==> config.mk <==
export PLATFORM = sky130hd
export DESIGN_NAME = sched_dual_issue
export DESIGN_NICKNAME = d
export VERILOG_FILES = /design/src/rtl/sched_pkg.sv /design/src/rtl/sched_unit_timer.sv /design/src/rtl/sched_cmpl_queue.sv /design/src/rtl/sched_issue_ctrl.sv /design/src/rtl/sched_dual_issue.sv
export SDC_FILE = /design/constraint.sdc
export NUM_CORES = 1
export LEC_CHECK = 0
export BUFFER_PORTS_ARGS = -buffer_cell sky130_fd_sc_hd__buf_2
export CORE_AREA = 4 4 105 97
export DETAILED_ROUTE_END_ITERATION = 12
export DIE_AREA = 0 0 109 101
export PLACE_DENSITY = 0.9
export SLEW_MARGIN = 20
export SYNTH_ARGS = -nofsm -noshare
export SYNTH_HDL_FRONTEND = slang
export SYNTH_SLANG_ARGS = --single-unit
==> constraint.sdc <==
create_clock -name clk -period 7.95 [get_ports clk]
set_input_delay 0.795 -clock clk [delete_from_list [all_inputs] [get_ports clk]]
set_output_delay 0.795 -clock clk [all_outputs]
set_load 0.01 [all_outputs]
==> src/rtl/sched_pkg.sv <==
package sched_pkg;

   localparam int UNIT_N = 3;
   localparam int UNIT_W = 2;

   localparam logic [UNIT_W-1:0] UNIT_FP  = 2'd0;
   localparam logic [UNIT_W-1:0] UNIT_ADD = 2'd1;
   localparam logic [UNIT_W-1:0] UNIT_MUL = 2'd2;

   // execute latency of a unit code
   function automatic int unit_lat(input logic [UNIT_W-1:0] code,
                                   input int lat_fp,
                                   input int lat_add,
                                   input int lat_mul);
      case (code)
         UNIT_FP:  return lat_fp;
         UNIT_MUL: return lat_mul;
         default:  return lat_add;
      endcase
   endfunction

   function automatic int max3(input int a, input int b, input int c);
      int m;
      m = (a > b) ? a : b;
      return (m > c) ? m : c;
   endfunction

endpackage

==> src/rtl/sched_unit_timer.sv <==
module sched_unit_timer #(
   parameter int LAT = 1,
   parameter int TW  = 1,
   parameter int IW  = 2
) (
   input  logic          clk,
   input  logic          rst,
   input  logic          start,
   input  logic [IW-1:0] start_idx,
   output logic          free,
   output logic [TW-1:0] rem,
   output logic          fin,
   output logic [IW-1:0] fin_idx
);

   generate
      if (LAT < 1) begin : g_bad_lat
         $error("sched_unit_timer: LAT must be at least 1");
      end
      if ((1 << TW) <= LAT) begin : g_bad_tw
         $error("sched_unit_timer: TW too narrow for LAT");
      end
   endgenerate

   logic [TW-1:0] cnt_q;
   logic [IW-1:0] idx_q;

   always_ff @(posedge clk) begin
      if (rst) begin
         cnt_q <= '0;
      end else if (start) begin
         cnt_q <= TW'(LAT);
      end else if (cnt_q != '0) begin
         cnt_q <= cnt_q - TW'(1);
      end
   end

   always_ff @(posedge clk) begin
      if (start) begin
         idx_q <= start_idx;
      end
   end

   assign rem     = cnt_q;
   assign fin     = (cnt_q == TW'(1));
   assign free    = (cnt_q <= TW'(1));
   assign fin_idx = idx_q;

endmodule

==> src/rtl/sched_cmpl_queue.sv <==
module sched_cmpl_queue #(
   parameter int DEPTH = 4,
   parameter int RW    = 5,
   parameter int NU    = 3,
   parameter int IW    = $clog2(DEPTH),
   parameter int CW    = $clog2(DEPTH + 1)
) (
   input  logic             clk,
   input  logic             rst,
   input  logic [1:0]       alloc,
   input  logic [2*RW-1:0]  alloc_dst,
   input  logic [NU-1:0]    fin,
   input  logic [NU*IW-1:0] fin_idx,
   output logic [IW-1:0]    idx0,
   output logic [IW-1:0]    idx1,
   output logic [CW-1:0]    free_cnt,
   output logic [CW-1:0]    cnt_o,
   output logic [DEPTH-1:0] ent_vld,
   output logic [DEPTH*RW-1:0] ent_dst,
   output logic [1:0]       wb_vld,
   output logic [2*RW-1:0]  wb_dst
);

   generate
      if (DEPTH < 2 || (1 << IW) != DEPTH) begin : g_bad_depth
         $error("sched_cmpl_queue: DEPTH must be a power of two, at least 2");
      end
   endgenerate

   logic [DEPTH-1:0] vld_q;
   logic [DEPTH-1:0] done_q;
   logic [RW-1:0]    dst_q [DEPTH];
   logic [IW-1:0]    head_q, tail_q;
   logic [CW-1:0]    cnt_q;
   logic [IW-1:0]    head1;
   logic             rt0, rt1;
   logic [CW-1:0]    n_al, n_rt;

   assign head1 = head_q + IW'(1);
   assign rt0   = vld_q[head_q] && done_q[head_q];
   assign rt1   = rt0 && vld_q[head1] && done_q[head1];
   assign n_al  = CW'(alloc[0]) + CW'(alloc[1]);
   assign n_rt  = CW'(rt0) + CW'(rt1);

   assign idx0     = tail_q;
   assign idx1     = tail_q + IW'(1);
   assign free_cnt = CW'(DEPTH) - cnt_q;
   assign cnt_o    = cnt_q;
   assign ent_vld  = vld_q;
   assign wb_vld   = {rt1, rt0};
   assign wb_dst   = {dst_q[head1], dst_q[head_q]};

   genvar e;
   generate
      for (e = 0; e < DEPTH; e++) begin : g_ent
         assign ent_dst[e*RW +: RW] = dst_q[e];
      end
   endgenerate

   always_ff @(posedge clk) begin
      if (rst) begin
         vld_q  <= '0;
         done_q <= '0;
         head_q <= '0;
         tail_q <= '0;
         cnt_q  <= '0;
      end else begin
         for (int i = 0; i < DEPTH; i++) begin
            if ((rt0 && head_q == IW'(i)) || (rt1 && head1 == IW'(i))) begin
               vld_q[i] <= 1'b0;
            end
            for (int u = 0; u < NU; u++) begin
               if (fin[u] && fin_idx[u*IW +: IW] == IW'(i)) begin
                  done_q[i] <= 1'b1;
               end
            end
            if ((alloc[0] && idx0 == IW'(i)) || (alloc[1] && idx1 == IW'(i))) begin
               vld_q[i]  <= 1'b1;
               done_q[i] <= 1'b0;
            end
         end
         head_q <= head_q + IW'(n_rt);
         tail_q <= tail_q + IW'(n_al);
         cnt_q  <= cnt_q + n_al - n_rt;
      end
   end

   always_ff @(posedge clk) begin
      for (int i = 0; i < DEPTH; i++) begin
         if (alloc[0] && idx0 == IW'(i)) begin
            dst_q[i] <= alloc_dst[0 +: RW];
         end else if (alloc[1] && idx1 == IW'(i)) begin
            dst_q[i] <= alloc_dst[RW +: RW];
         end
      end
   end

endmodule

==> src/rtl/sched_issue_ctrl.sv <==
module sched_issue_ctrl
   import sched_pkg::*;
#(
   parameter int RW      = 5,
   parameter int DEPTH   = 4,
   parameter int CW      = 3,
   parameter int TW      = 2,
   parameter int LAT_FP  = 2,
   parameter int LAT_ADD = 1,
   parameter int LAT_MUL = 1
) (
   input  logic [1:0]          hv,
   input  logic [2*UNIT_W-1:0] hunit,
   input  logic [2*RW-1:0]     hdst,
   input  logic [2*RW-1:0]     hsa,
   input  logic [2*RW-1:0]     hsb,
   input  logic [UNIT_N-1:0]   ufree,
   input  logic [UNIT_N*TW-1:0] urem,
   input  logic [DEPTH-1:0]    ent_vld,
   input  logic [DEPTH*RW-1:0] ent_dst,
   input  logic [CW-1:0]       free_cnt,
   output logic [1:0]          go
);

   localparam int CODES = 1 << UNIT_W;

   logic [CODES-1:0]  ufp;
   logic [TW-1:0]     rmax;
   logic [UNIT_W-1:0] u0, u1;
   logic [RW-1:0]     d0, a0, b0, a1, b1;
   logic [3:0]        hit;
   int                l0, l1;
   logic              ok0, ok1;

   always_comb begin
      ufp = '0;
      ufp[UNIT_N-1:0] = ufree;
      rmax = '0;
      for (int u = 0; u < UNIT_N; u++) begin
         if (urem[u*TW +: TW] > rmax) rmax = urem[u*TW +: TW];
      end
      u0 = hunit[0 +: UNIT_W];
      u1 = hunit[UNIT_W +: UNIT_W];
      d0 = hdst[0 +: RW];
      a0 = hsa[0 +: RW];
      b0 = hsb[0 +: RW];
      a1 = hsa[RW +: RW];
      b1 = hsb[RW +: RW];
      hit = '0;
      for (int e = 0; e < DEPTH; e++) begin
         if (ent_vld[e]) begin
            if (ent_dst[e*RW +: RW] == a0) hit[0] = 1'b1;
            if (ent_dst[e*RW +: RW] == b0) hit[1] = 1'b1;
            if (ent_dst[e*RW +: RW] == a1) hit[2] = 1'b1;
            if (ent_dst[e*RW +: RW] == b1) hit[3] = 1'b1;
         end
      end
      l0 = unit_lat(u0, LAT_FP, LAT_ADD, LAT_MUL);
      l1 = unit_lat(u1, LAT_FP, LAT_ADD, LAT_MUL);
      // the newcomer must not finish before any unit still executing
      ok0 = hv[0] && ufp[u0] && !hit[0] && !hit[1]
            && (l0 + 1 >= int'(rmax)) && (free_cnt != '0);
      ok1 = ok0 && hv[1] && ufp[u1] && (u1 != u0)
            && !hit[2] && !hit[3] && (a1 != d0) && (b1 != d0)
            && (l1 >= l0) && (l1 + 1 >= int'(rmax))
            && (free_cnt >= CW'(2));
      go = {ok1, ok0};
   end

endmodule

==> src/rtl/sched_dual_issue.sv <==
module sched_dual_issue
   import sched_pkg::*;
#(
   parameter int REG_W    = 5,
   parameter int CQ_DEPTH = 4,
   parameter int LAT_FP   = 2,
   parameter int LAT_ADD  = 1,
   parameter int LAT_MUL  = 1
) (
   input  logic                clk,
   input  logic                rst,
   input  logic [1:0]          in_vld_i,
   input  logic [2*UNIT_W-1:0] in_unit_i,
   input  logic [2*REG_W-1:0]  in_dst_i,
   input  logic [2*REG_W-1:0]  in_srca_i,
   input  logic [2*REG_W-1:0]  in_srcb_i,
   output logic                in_rdy_o,
   output logic [UNIT_N-1:0]   iss_o,
   output logic [1:0]          wb_vld_o,
   output logic [2*REG_W-1:0]  wb_dst_o
);

   localparam int CQ_IW   = $clog2(CQ_DEPTH);
   localparam int CQ_CW   = $clog2(CQ_DEPTH + 1);
   localparam int LAT_MAX = max3(LAT_FP, LAT_ADD, LAT_MUL);
   localparam int TW      = $clog2(LAT_MAX + 1);

   generate
      if (REG_W < 1) begin : g_bad_reg
         $error("sched_dual_issue: REG_W must be positive");
      end
      if (LAT_FP < 1 || LAT_ADD < 1 || LAT_MUL < 1) begin : g_bad_lat
         $error("sched_dual_issue: every latency must be at least 1");
      end
   endgenerate

   // held pair, slot 0 older
   logic [1:0]          hv_q;
   logic [2*UNIT_W-1:0] hunit_q;
   logic [2*REG_W-1:0]  hdst_q, hsa_q, hsb_q;

   logic [1:0]            go;
   logic                  take;
   logic [UNIT_N-1:0]     ufree, ufin, ustart;
   logic [UNIT_N*TW-1:0]  urem;
   logic [UNIT_N*CQ_IW-1:0] ufin_idx;
   logic [CQ_IW-1:0]      idx0, idx1;
   logic [CQ_CW-1:0]      free_cnt, cq_cnt;
   logic [CQ_DEPTH-1:0]   ent_vld;
   logic [CQ_DEPTH*REG_W-1:0] ent_dst;

   assign in_rdy_o = !hv_q[0] || (go[0] && (!hv_q[1] || go[1]));
   assign take     = in_rdy_o && in_vld_i[0];

   always_ff @(posedge clk) begin
      if (rst) begin
         hv_q <= '0;
      end else if (take) begin
         hv_q <= {in_vld_i[1], 1'b1};
      end else if (go[0] && hv_q[1] && !go[1]) begin
         hv_q <= 2'b01;
      end else if (go[0]) begin
         hv_q <= '0;
      end
   end

   always_ff @(posedge clk) begin
      if (take) begin
         hunit_q <= in_unit_i;
         hdst_q  <= in_dst_i;
         hsa_q   <= in_srca_i;
         hsb_q   <= in_srcb_i;
      end else if (go[0] && hv_q[1] && !go[1]) begin
         hunit_q[0 +: UNIT_W] <= hunit_q[UNIT_W +: UNIT_W];
         hdst_q[0 +: REG_W]   <= hdst_q[REG_W +: REG_W];
         hsa_q[0 +: REG_W]    <= hsa_q[REG_W +: REG_W];
         hsb_q[0 +: REG_W]    <= hsb_q[REG_W +: REG_W];
      end
   end

   sched_issue_ctrl #(
      .RW(REG_W), .DEPTH(CQ_DEPTH), .CW(CQ_CW), .TW(TW),
      .LAT_FP(LAT_FP), .LAT_ADD(LAT_ADD), .LAT_MUL(LAT_MUL)
   ) u_ctrl (
      .hv(hv_q), .hunit(hunit_q), .hdst(hdst_q), .hsa(hsa_q), .hsb(hsb_q),
      .ufree(ufree), .urem(urem), .ent_vld(ent_vld), .ent_dst(ent_dst),
      .free_cnt(free_cnt), .go(go)
   );

   genvar u;
   generate
      for (u = 0; u < UNIT_N; u++) begin : g_unit
         localparam int UL = (u == 0) ? LAT_FP : ((u == 1) ? LAT_ADD : LAT_MUL);
         logic            sel0;
         logic [CQ_IW-1:0] sidx;
         assign sel0      = go[0] && (hunit_q[0 +: UNIT_W] == UNIT_W'(u));
         assign ustart[u] = sel0 || (go[1] && (hunit_q[UNIT_W +: UNIT_W] == UNIT_W'(u)));
         assign sidx      = sel0 ? idx0 : idx1;
         sched_unit_timer #(.LAT(UL), .TW(TW), .IW(CQ_IW)) u_tmr (
            .clk(clk), .rst(rst), .start(ustart[u]), .start_idx(sidx),
            .free(ufree[u]), .rem(urem[u*TW +: TW]), .fin(ufin[u]),
            .fin_idx(ufin_idx[u*CQ_IW +: CQ_IW])
         );
      end
   endgenerate

   assign iss_o = ustart;

   sched_cmpl_queue #(.DEPTH(CQ_DEPTH), .RW(REG_W), .NU(UNIT_N)) u_cq (
      .clk(clk), .rst(rst), .alloc(go), .alloc_dst(hdst_q),
      .fin(ufin), .fin_idx(ufin_idx), .idx0(idx0), .idx1(idx1),
      .free_cnt(free_cnt), .cnt_o(cq_cnt), .ent_vld(ent_vld),
      .ent_dst(ent_dst), .wb_vld(wb_vld_o), .wb_dst(wb_dst_o)
   );

endmodule

Yosys cells after proc, flatten, opt, wreduce, memory -nomap -nowiden. Memory sizes are Yosys's and may differ from the RTL's. A register that Yosys moved wholly into a read port is not among the register bits. Cells that the tools add are included.

$add $sub $neg: 14. Order comparisons: 14. Eq/ne operators: 47. Muxes and demuxes: 108. Bitwise gates (word level): 4. Reduce and logical (&&, ||, !) cells: 110.

Operators with widths (number): equality test 5 bit (16); 2-to-1 mux 1 bit (68); >= comparator 32 x 3 -> 1 bit (2); 2-to-1 mux 5 bit (12); logical AND 1 bit (55); 2-to-1 mux 2 bit (18); equality test 2 bit, second input constant (16); equality test 2 x 1 -> 1 bit, second input constant (12); nonzero test 2 bit (11); logical NOT 2 bit (9); nonzero test 3 bit (6); 2-to-1 mux 4 bit (4); OR reduction 2 bit (7); logical OR 1 bit (13); binary-select mux 1 bit (select 2 bit) (6); < comparator 2 x 3 -> 1 bit, second input constant (4); inequality test 5 bit (2); OR reduction 5 bit (2); logical NOT 1 bit (7); adder 2 x 1 -> 3 bit, second input constant (2); <= comparator 2 x 1 -> 1 bit, second input constant (3); subtractor 2 x 1 -> 2 bit, second input constant (3); adder 1 x 1 -> 2 bit (2); adder 2 x 1 -> 2 bit, second input constant (2); other kinds (10) (15).

Register bits after elaboration: 63. Bits in writable memories: 20. Bits of input ports: 38. Logic and storage cells: 327. Memories: 1.

Memories: u_cq.dst_q (depth 4, width 5, read ports 6, clocked after Yosys merged registers in 1, wr ports 2, RTL line sched_cmpl_queue.sv:32) `logic [RW-1:0] dst_q [DEPTH];`.

Longest topological paths before layout. An unclocked memory read counts as a cell.

Depth in word-level cells: 32. Mapped depth: 24. Mapped depth without buffers: 23.

By module. From an unflattened synthesis, not the netlist that was laid out.

Cell total of the unflattened synthesis: 498. Area, all modules: 5685.5 sq um.

Modules (own cells, without submodules): sched_cmpl_queue (times used 1, cells an instance 183, area an instance 2185.8 sq um); sched_dual_issue (times used 1, cells an instance 83, area an instance 1556.5 sq um); sched_issue_ctrl (times used 1, cells an instance 195, area an instance 1453.9 sq um); sched_unit_timer at g_unit[1].u_tmr ... (times used 2, cells an instance 14, area an instance 177.7 sq um); sched_unit_timer at g_unit[0].u_tmr (times used 1, cells an instance 9, area an instance 133.9 sq um).

Worst setup path before layout. OpenSTA, ideal clock, no wires.

Kind: reg2reg. Start point: register g_unit[0].u_tmr.cnt_q[1]. End point: register u_cq.cnt_q[2] (netlist: u_cq.cnt_o[2]). Library setup time: 0.128 ns. Arrival time: 4.630 ns. Setup slack: 3.192 ns. Cell stages (with the launch flop): 25. Clock period less this slack: 4.758 ns. Path through: dfxtp_1 -> inv_1 -> ha_1 -> nor2_1 -> o22ai_1 -> mux2_2 -> ha_1 -> inv_1 -> o22ai_1 -> mux2_2 -> ha_1 -> nor2_1 -> a21oi_1 -> nand4_1 -> a311oi_2 -> nand4_4 -> nor3_2 -> buf_4 -> ha_1 -> fa_1 -> inv_1 -> fa_1 -> xor2_1 -> xnor2_1 -> nor2_1.

Cells in the longest elaborated chain, start to end: 22. Elaborated cells between the ends (all ways): 31. Classes of those cells: 3 x add/sub; 6 x order compare; 7 x mux; 15 x reduce/logical.

Ends and longest elaborated chain: from (decl) (RTL line sched_unit_timer.sv:25) `logic [TW-1:0] cnt_q;`; from (signal assigned) (RTL line sched_unit_timer.sv:32) `cnt_q <= TW'(LAT);`; from (signal assigned) (RTL line sched_unit_timer.sv:34) `cnt_q <= cnt_q - TW'(1);`; > comparator 2 x 1 -> 1 bit (RTL line sched_issue_ctrl.sv:40) `if (urem[u*TW +: TW] > rmax) rmax = urem[u*TW +: TW];`; 2-to-1 mux 2 bit (RTL line sched_issue_ctrl.sv:40); > comparator 2 bit (RTL line sched_issue_ctrl.sv:40); 2-to-1 mux 2 bit (RTL line sched_issue_ctrl.sv:40); > comparator 2 bit (RTL line sched_issue_ctrl.sv:40); 2-to-1 mux 2 bit (RTL line sched_issue_ctrl.sv:40); >= comparator 32 x 3 -> 1 bit (RTL line sched_issue_ctrl.sv:62) `&& (l0 + 1 >= int'(rmax)) && (free_cnt != '0);`; logical AND 1 bit (2 in a row) (RTL line sched_issue_ctrl.sv:62); logical AND 1 bit (3 in a row) (RTL line sched_issue_ctrl.sv:63) `ok1 = ok0 && hv[1] && ufp[u1] && (u1 != u0)`; logical AND 1 bit (4 in a row) (RTL line sched_issue_ctrl.sv:64) `&& !hit[2] && !hit[3] && (a1 != d0) && (b1 != d0)`; logical AND 1 bit (2 in a row) (RTL line sched_issue_ctrl.sv:65) `&& (l1 >= l0) && (l1 + 1 >= int'(rmax))`; logical AND 1 bit (RTL line sched_issue_ctrl.sv:66) `&& (free_cnt >= CW'(2));`; adder 1 x 1 -> 2 bit (*) (RTL line sched_cmpl_queue.sv:42) `assign n_al = CW'(alloc[0]) + CW'(alloc[1]);`; adder 3 bit (*) (RTL line sched_cmpl_queue.sv:84) `cnt_q <= cnt_q + n_al - n_rt;`; subtractor 3 bit (*) (RTL line sched_cmpl_queue.sv:84); to (signal assigned) (RTL line sched_cmpl_queue.sv:84); to (decl) (RTL line sched_cmpl_queue.sv:34) `logic [CW-1:0] cnt_q;`.

Every way passes the cells marked *; elsewhere a longest branch is shown, timed or not. The select of a mux whose other input is x is not followed. A chain may end at the register's enable or synchronous reset.

Worst setup path in the final report.
Start point: register g_unit[0].u_tmr.cnt_q[1]. End point: output iss_o[0].

Cells in the longest elaborated chain, start to end: 21. Elaborated cells between the ends (all ways): 31. Classes of those cells: 6 x order compare; 7 x mux; 18 x reduce/logical.

Ends and longest elaborated chain: > comparator 2 x 1 -> 1 bit (RTL line sched_issue_ctrl.sv:40); 2-to-1 mux 2 bit (RTL line sched_issue_ctrl.sv:40); > comparator 2 bit (RTL line sched_issue_ctrl.sv:40); 2-to-1 mux 2 bit (RTL line sched_issue_ctrl.sv:40); > comparator 2 bit (RTL line sched_issue_ctrl.sv:40); 2-to-1 mux 2 bit (RTL line sched_issue_ctrl.sv:40); >= comparator 32 x 3 -> 1 bit (RTL line sched_issue_ctrl.sv:62); logical AND 1 bit (2 in a row) (RTL line sched_issue_ctrl.sv:62); logical AND 1 bit (3 in a row) (RTL line sched_issue_ctrl.sv:63); logical AND 1 bit (4 in a row) (RTL line sched_issue_ctrl.sv:64); logical AND 1 bit (2 in a row) (RTL line sched_issue_ctrl.sv:65); logical AND 1 bit (RTL line sched_issue_ctrl.sv:66); logical AND 1 bit (RTL line sched_dual_issue.sv:97) `assign ustart[u] = sel0 || (go[1] && (hunit_q[UNIT_W +: UNIT_W] == UNIT_W'(u)));`; logical OR 1 bit (*) (RTL line sched_dual_issue.sv:97); to (decl) (RTL line sched_dual_issue.sv:18) `output logic [UNIT_N-1:0] iss_o,`.

Marks and branches as above.

==> results.txt <==
----------------------------------------------------
[Status]
  Result of the run ... completed

[Placement]
  HPWL after detailed placement ... just under 10 mm
  Routability-driven placement congestion ratio ... between 0.9 and 1
  Number of buffers inserted by port buffering ... 53

[Synthesis]
  Sequential area share after synthesis ... 39.2%
  Share of async-settable or async-resettable flops after synthesis ... 0%
  Warnings, synthesis ... 0
  Nets in the synthesized netlist ... 578
  Area contributors post-synth ... sky130_fd_sc_hd__edfxtp_1 (31%), sky130_fd_sc_hd__xnor2_1 (8.5%), sky130_fd_sc_hd__dfxtp_1 (8.0%)
  Synth unique cells ... 51
  Most used flip-flop cell after synthesis ... sky130_fd_sc_hd__edfxtp_1
  Count of flip-flops with a built-in enable after synthesis ... 60
  Synth Register Bits ... 83
  Top-area cell type share of the netlist area ... 31.2%
  Count of mapped cells out of synthesis ... between 500 and 600
  Synth area leader ... sky130_fd_sc_hd__edfxtp_1
  Total standard cell area after synthesis ... 5770 um^2
  Mean instance size in the synthesized netlist ... 11.4 um^2

[Pwr]
  Total leakage power ... around 2.3 nW
  Total power of the final layout ... about 1.3 mW
  Pwr dens ... 213 nW/um^2
  Largest voltage drop on the vdd net ... 0.148 mV

[CTS]
  CTS tree ... done
  CTS H-tree depth ... 3
  Hold_buf cts ... 0
  Clock Tree Root ... sky130_fd_sc_hd__clkbuf_8
  Worst skew pair latency ... 360 ps
  Clock buffer count from CTS ... 9
  Buffer depth of the longest clock path ... 2
  Clock transition time at the flip-flop clock pins of the worst setup and hold paths ... 80 ps
  Post-cts resize count ... 0
  Clock Sink Count ... 83
  Post-CTS Repair Setup Buffers ... 0

[Layout]
  Area used by sequential logic in the layout ... 2260 um^2
  Area Overhead vs Synth ... 6.24%
  Diodes inserted ... 0
  Final core utilization ... 67.8%
  Area of combinational cells with multiple inputs ... 3100 um^2
  Count of nets after finishing ... 595
  Layout filler cell count ... ~660
  Fraction of layout cells with a size suffix above 1 ... about 25%

[Critical path]
  Type of element capturing the critical path ... primary output
  Worst EP arrival ... 5050 ps
  Sort of element at the start of the critical path ... register
  Max Fanout on Critical Path ... 11
  Worst setup path class ... reg2out
  CP required ... 7150 ps

[Route]
  Post-Route WL ... around 13 mm
  Detailed-route DRC error count ... 0
  DRT antenna net count ... 0
  Post-detailed-route via-to-cell ratio ... between 6 and 7
  Number of detailed-route iterations in the first pass ... 5
  Total number of vias ... 3947
  Mean routed wirelength per cell ... approximately 20 um
  Detailed router's first-iteration violation count ... 421

[Floorplanning]
  Area inside the core boundary ... 9040 um^2
  Die Height ... 101 um
  Number of ports placed on the die boundary ... 54
  Effective utilization at floorplan ... 63.8%
  Die extent in x ... around 110 um
  Die Outline Area ... 11000 um^2
  Number of core rows ... 33

[STA]
  Slew Limit Headroom ... a little over two fifths
  Pins Over Slew Limit ... 0
  Final critical-path required period ... slightly below 6000 ps
  Share of the clock period used by the worst path ... about 74%
  Final Hold Viols ... 0
  Transition time at the pin with the least slew margin ... around 840 ps
  Post-route setup TNS ... 0 ps
  Final count of negative-setup-slack endpoints ... 0
  Clock Skews ... between 10 and 15 ps
  Highest clock frequency the design can meet ... 0.171 GHz
  RSZ-0062 raised after global routing ... no

[Global route]
  Largest net degree at the start of global routing ... 27
  Congestion Overflow GR ... 0
  Number of antenna violations at the first check in global routing ... 0
  Global-route wire length before repair ... 20.8 mm
  Via count of the first global-routing pass ... 3828
  Total routing resource utilization after global routing ... between 20% and 30%

[Worst hold path]
  Min-Delay Path Class ... reg2reg

[Run]
  Number of maximum-capacitance constraint violations ... 0

----------------------------------------------------
[registers in the layout (all words and copies together), names as in the netlist, 3 cells and up]
register and cells:
g_unit.u_tmr.fin_idx 6, g_unit.u_tmr.rem 6, hdst_q 10, hsa_q 10, hsb_q 10, hunit_q 4
u_cq.cnt_o 3, u_cq.done_q 4, u_cq.dst_q 20, u_cq.ent_vld 4
[metrics by stage]
| step | cell area (um^2) | hold WS [ps] | setup WS, ps | instances |
|---|---|---|---|---|
| after floorplan | 5770 | 484 | 3190 | 507 |
| after global placement | 5900 | 501 | 2690 | 635 |
| after detailed placement | 5900 | 516 | 2410 | 635 |
| after CTS | 6130 | 532 | 2200 | 651 |
| after global routing | 6130 | 587 | 1770 | 651 |
| final | 6130 | 537 | 2100 | 651 |
[cells by family (layout without fill, tap and decap cells)]
logic type               Yosys count  after routing  share of synthesized area, %
AO/OA/AOI/OAI                     55             55                          7.20
XOR/XNOR                         101            101                          15.3
adder cells (fa/ha/maj)           33             33                          7.42
buffers and inverters             77             99                          7.00
flip-flops                        83             83                          39.2
multiplexers                      51             51                          13.6
AND/OR/NAND/NOR                  107            107                          10.3
[cells in the mapped netlist, drive strengths merged (12+ instances only)]
cell type	number
edfxtp	60
xnor2	56
xor2	45
buf	43
mux2	40
ha	31
inv	29
dfxtp	23
nand2	20
nor3	14
nor2	13
a21oi	12
nand3	12
[worst max-delay path, cell delays in order, from the launching register on]
cell and delay [ps]:
sky130_fd_sc_hd__dfxtp_1 420, sky130_fd_sc_hd__inv_1 140, sky130_fd_sc_hd__ha_1 320, sky130_fd_sc_hd__nor2_1 50, sky130_fd_sc_hd__o22ai_1 140, sky130_fd_sc_hd__mux2_2 370, sky130_fd_sc_hd__ha_1 270, sky130_fd_sc_hd__inv_1 40
sky130_fd_sc_hd__o22ai_1 160, sky130_fd_sc_hd__mux2_2 380, sky130_fd_sc_hd__ha_1 280, sky130_fd_sc_hd__nor3b_1 60, sky130_fd_sc_hd__or3_1 300, sky130_fd_sc_hd__nor4_1 190, sky130_fd_sc_hd__nand3_1 430, sky130_fd_sc_hd__nor3_2 610
sky130_fd_sc_hd__nand2_1 210, sky130_fd_sc_hd__nand2_1 170, sky130_fd_sc_hd__buf_2 160
[cell type report]
cell class                      instances  share of cell area (%)
Timing Repair Buffer                   54                    4.45
Multi-Input combinational cell        347                    50.6
Inverter                               29                    1.78
Sequential cell                        83                    36.9
Tap cell                              122                    2.49
Clock buffer                            9                    2.02
Clock inverter                          7                    1.73
[where the power goes]
group	total, mW	switching (mW)	internal [mW]
registers	0.599	0.0760	0.523
clock network	0.348	0.166	0.182
logic	0.359	0.180	0.179
[placed cells by master, fill, tap and decap left out, types with 3 or more instances in the layout]
| cell | netlist | routed |
|---|---|---|
| sky130_fd_sc_hd__and3_1 | 7 | 7 |
| sky130_fd_sc_hd__dfxtp_1 | 23 | 23 |
| sky130_fd_sc_hd__a221oi_1 | 4 | 4 |
| sky130_fd_sc_hd__nand3_1 | 12 | 12 |
| sky130_fd_sc_hd__o22ai_1 | 8 | 8 |
| sky130_fd_sc_hd__mux2_2 | 17 | 17 |
| sky130_fd_sc_hd__mux2_4 | 23 | 23 |
| sky130_fd_sc_hd__nand4_1 | 3 | 3 |
| sky130_fd_sc_hd__nor3b_1 | 4 | 4 |
| sky130_fd_sc_hd__mux4_2 | 11 | 11 |
| sky130_fd_sc_hd__nor4_1 | 11 | 11 |
| sky130_fd_sc_hd__a21oi_1 | 11 | 11 |
| sky130_fd_sc_hd__nor2b_1 | 5 | 5 |
| sky130_fd_sc_hd__edfxtp_1 | 60 | 60 |
| sky130_fd_sc_hd__clkbuf_8 | 0 | 9 |
| sky130_fd_sc_hd__a22o_1 | 4 | 4 |
| sky130_fd_sc_hd__xnor2_1 | 56 | 56 |
| sky130_fd_sc_hd__a31oi_1 | 6 | 6 |
| sky130_fd_sc_hd__ha_1 | 31 | 31 |
| sky130_fd_sc_hd__nand2_1 | 20 | 20 |
| sky130_fd_sc_hd__buf_2 | 23 | 53 |
| sky130_fd_sc_hd__nand2b_1 | 9 | 9 |
| sky130_fd_sc_hd__nor3_1 | 13 | 13 |
| sky130_fd_sc_hd__o21ai_0 | 7 | 7 |
| sky130_fd_sc_hd__xor2_1 | 45 | 45 |
| sky130_fd_sc_hd__nor2_1 | 13 | 13 |
| sky130_fd_sc_hd__inv_1 | 28 | 28 |
[routing by layer]
| metal | GRT usage [%] | vias up | routed length (um) |
|---|---|---|---|
| met5 | 0 | - | 0 |
| met3 | 5.12 | 24 | 1130 |
| met4 | 6.50 | 0 | 223 |
| met2 | 38.0 | 189 | 6050 |
| li1 | - | 1825 | - |
| met1 | 36.6 | 1909 | 5610 |
[final timing paths]
check | slack [ps] | end | start | depth (start not counted)
setup / recovery | 2100 | iss_o[0] | g_unit[0].u_tmr.rem[1] | 18
hold / removal | 540 | hv_q[0] | hv_q[0] | 2
setup reg to reg | 2250 | u_cq.cnt_o[2] | g_unit[0].u_tmr.rem[1] | 22
hold reg to reg | 540 | hv_q[0] | hv_q[0] | 2
Note: power is estimated with default switching activity, not from simulation.
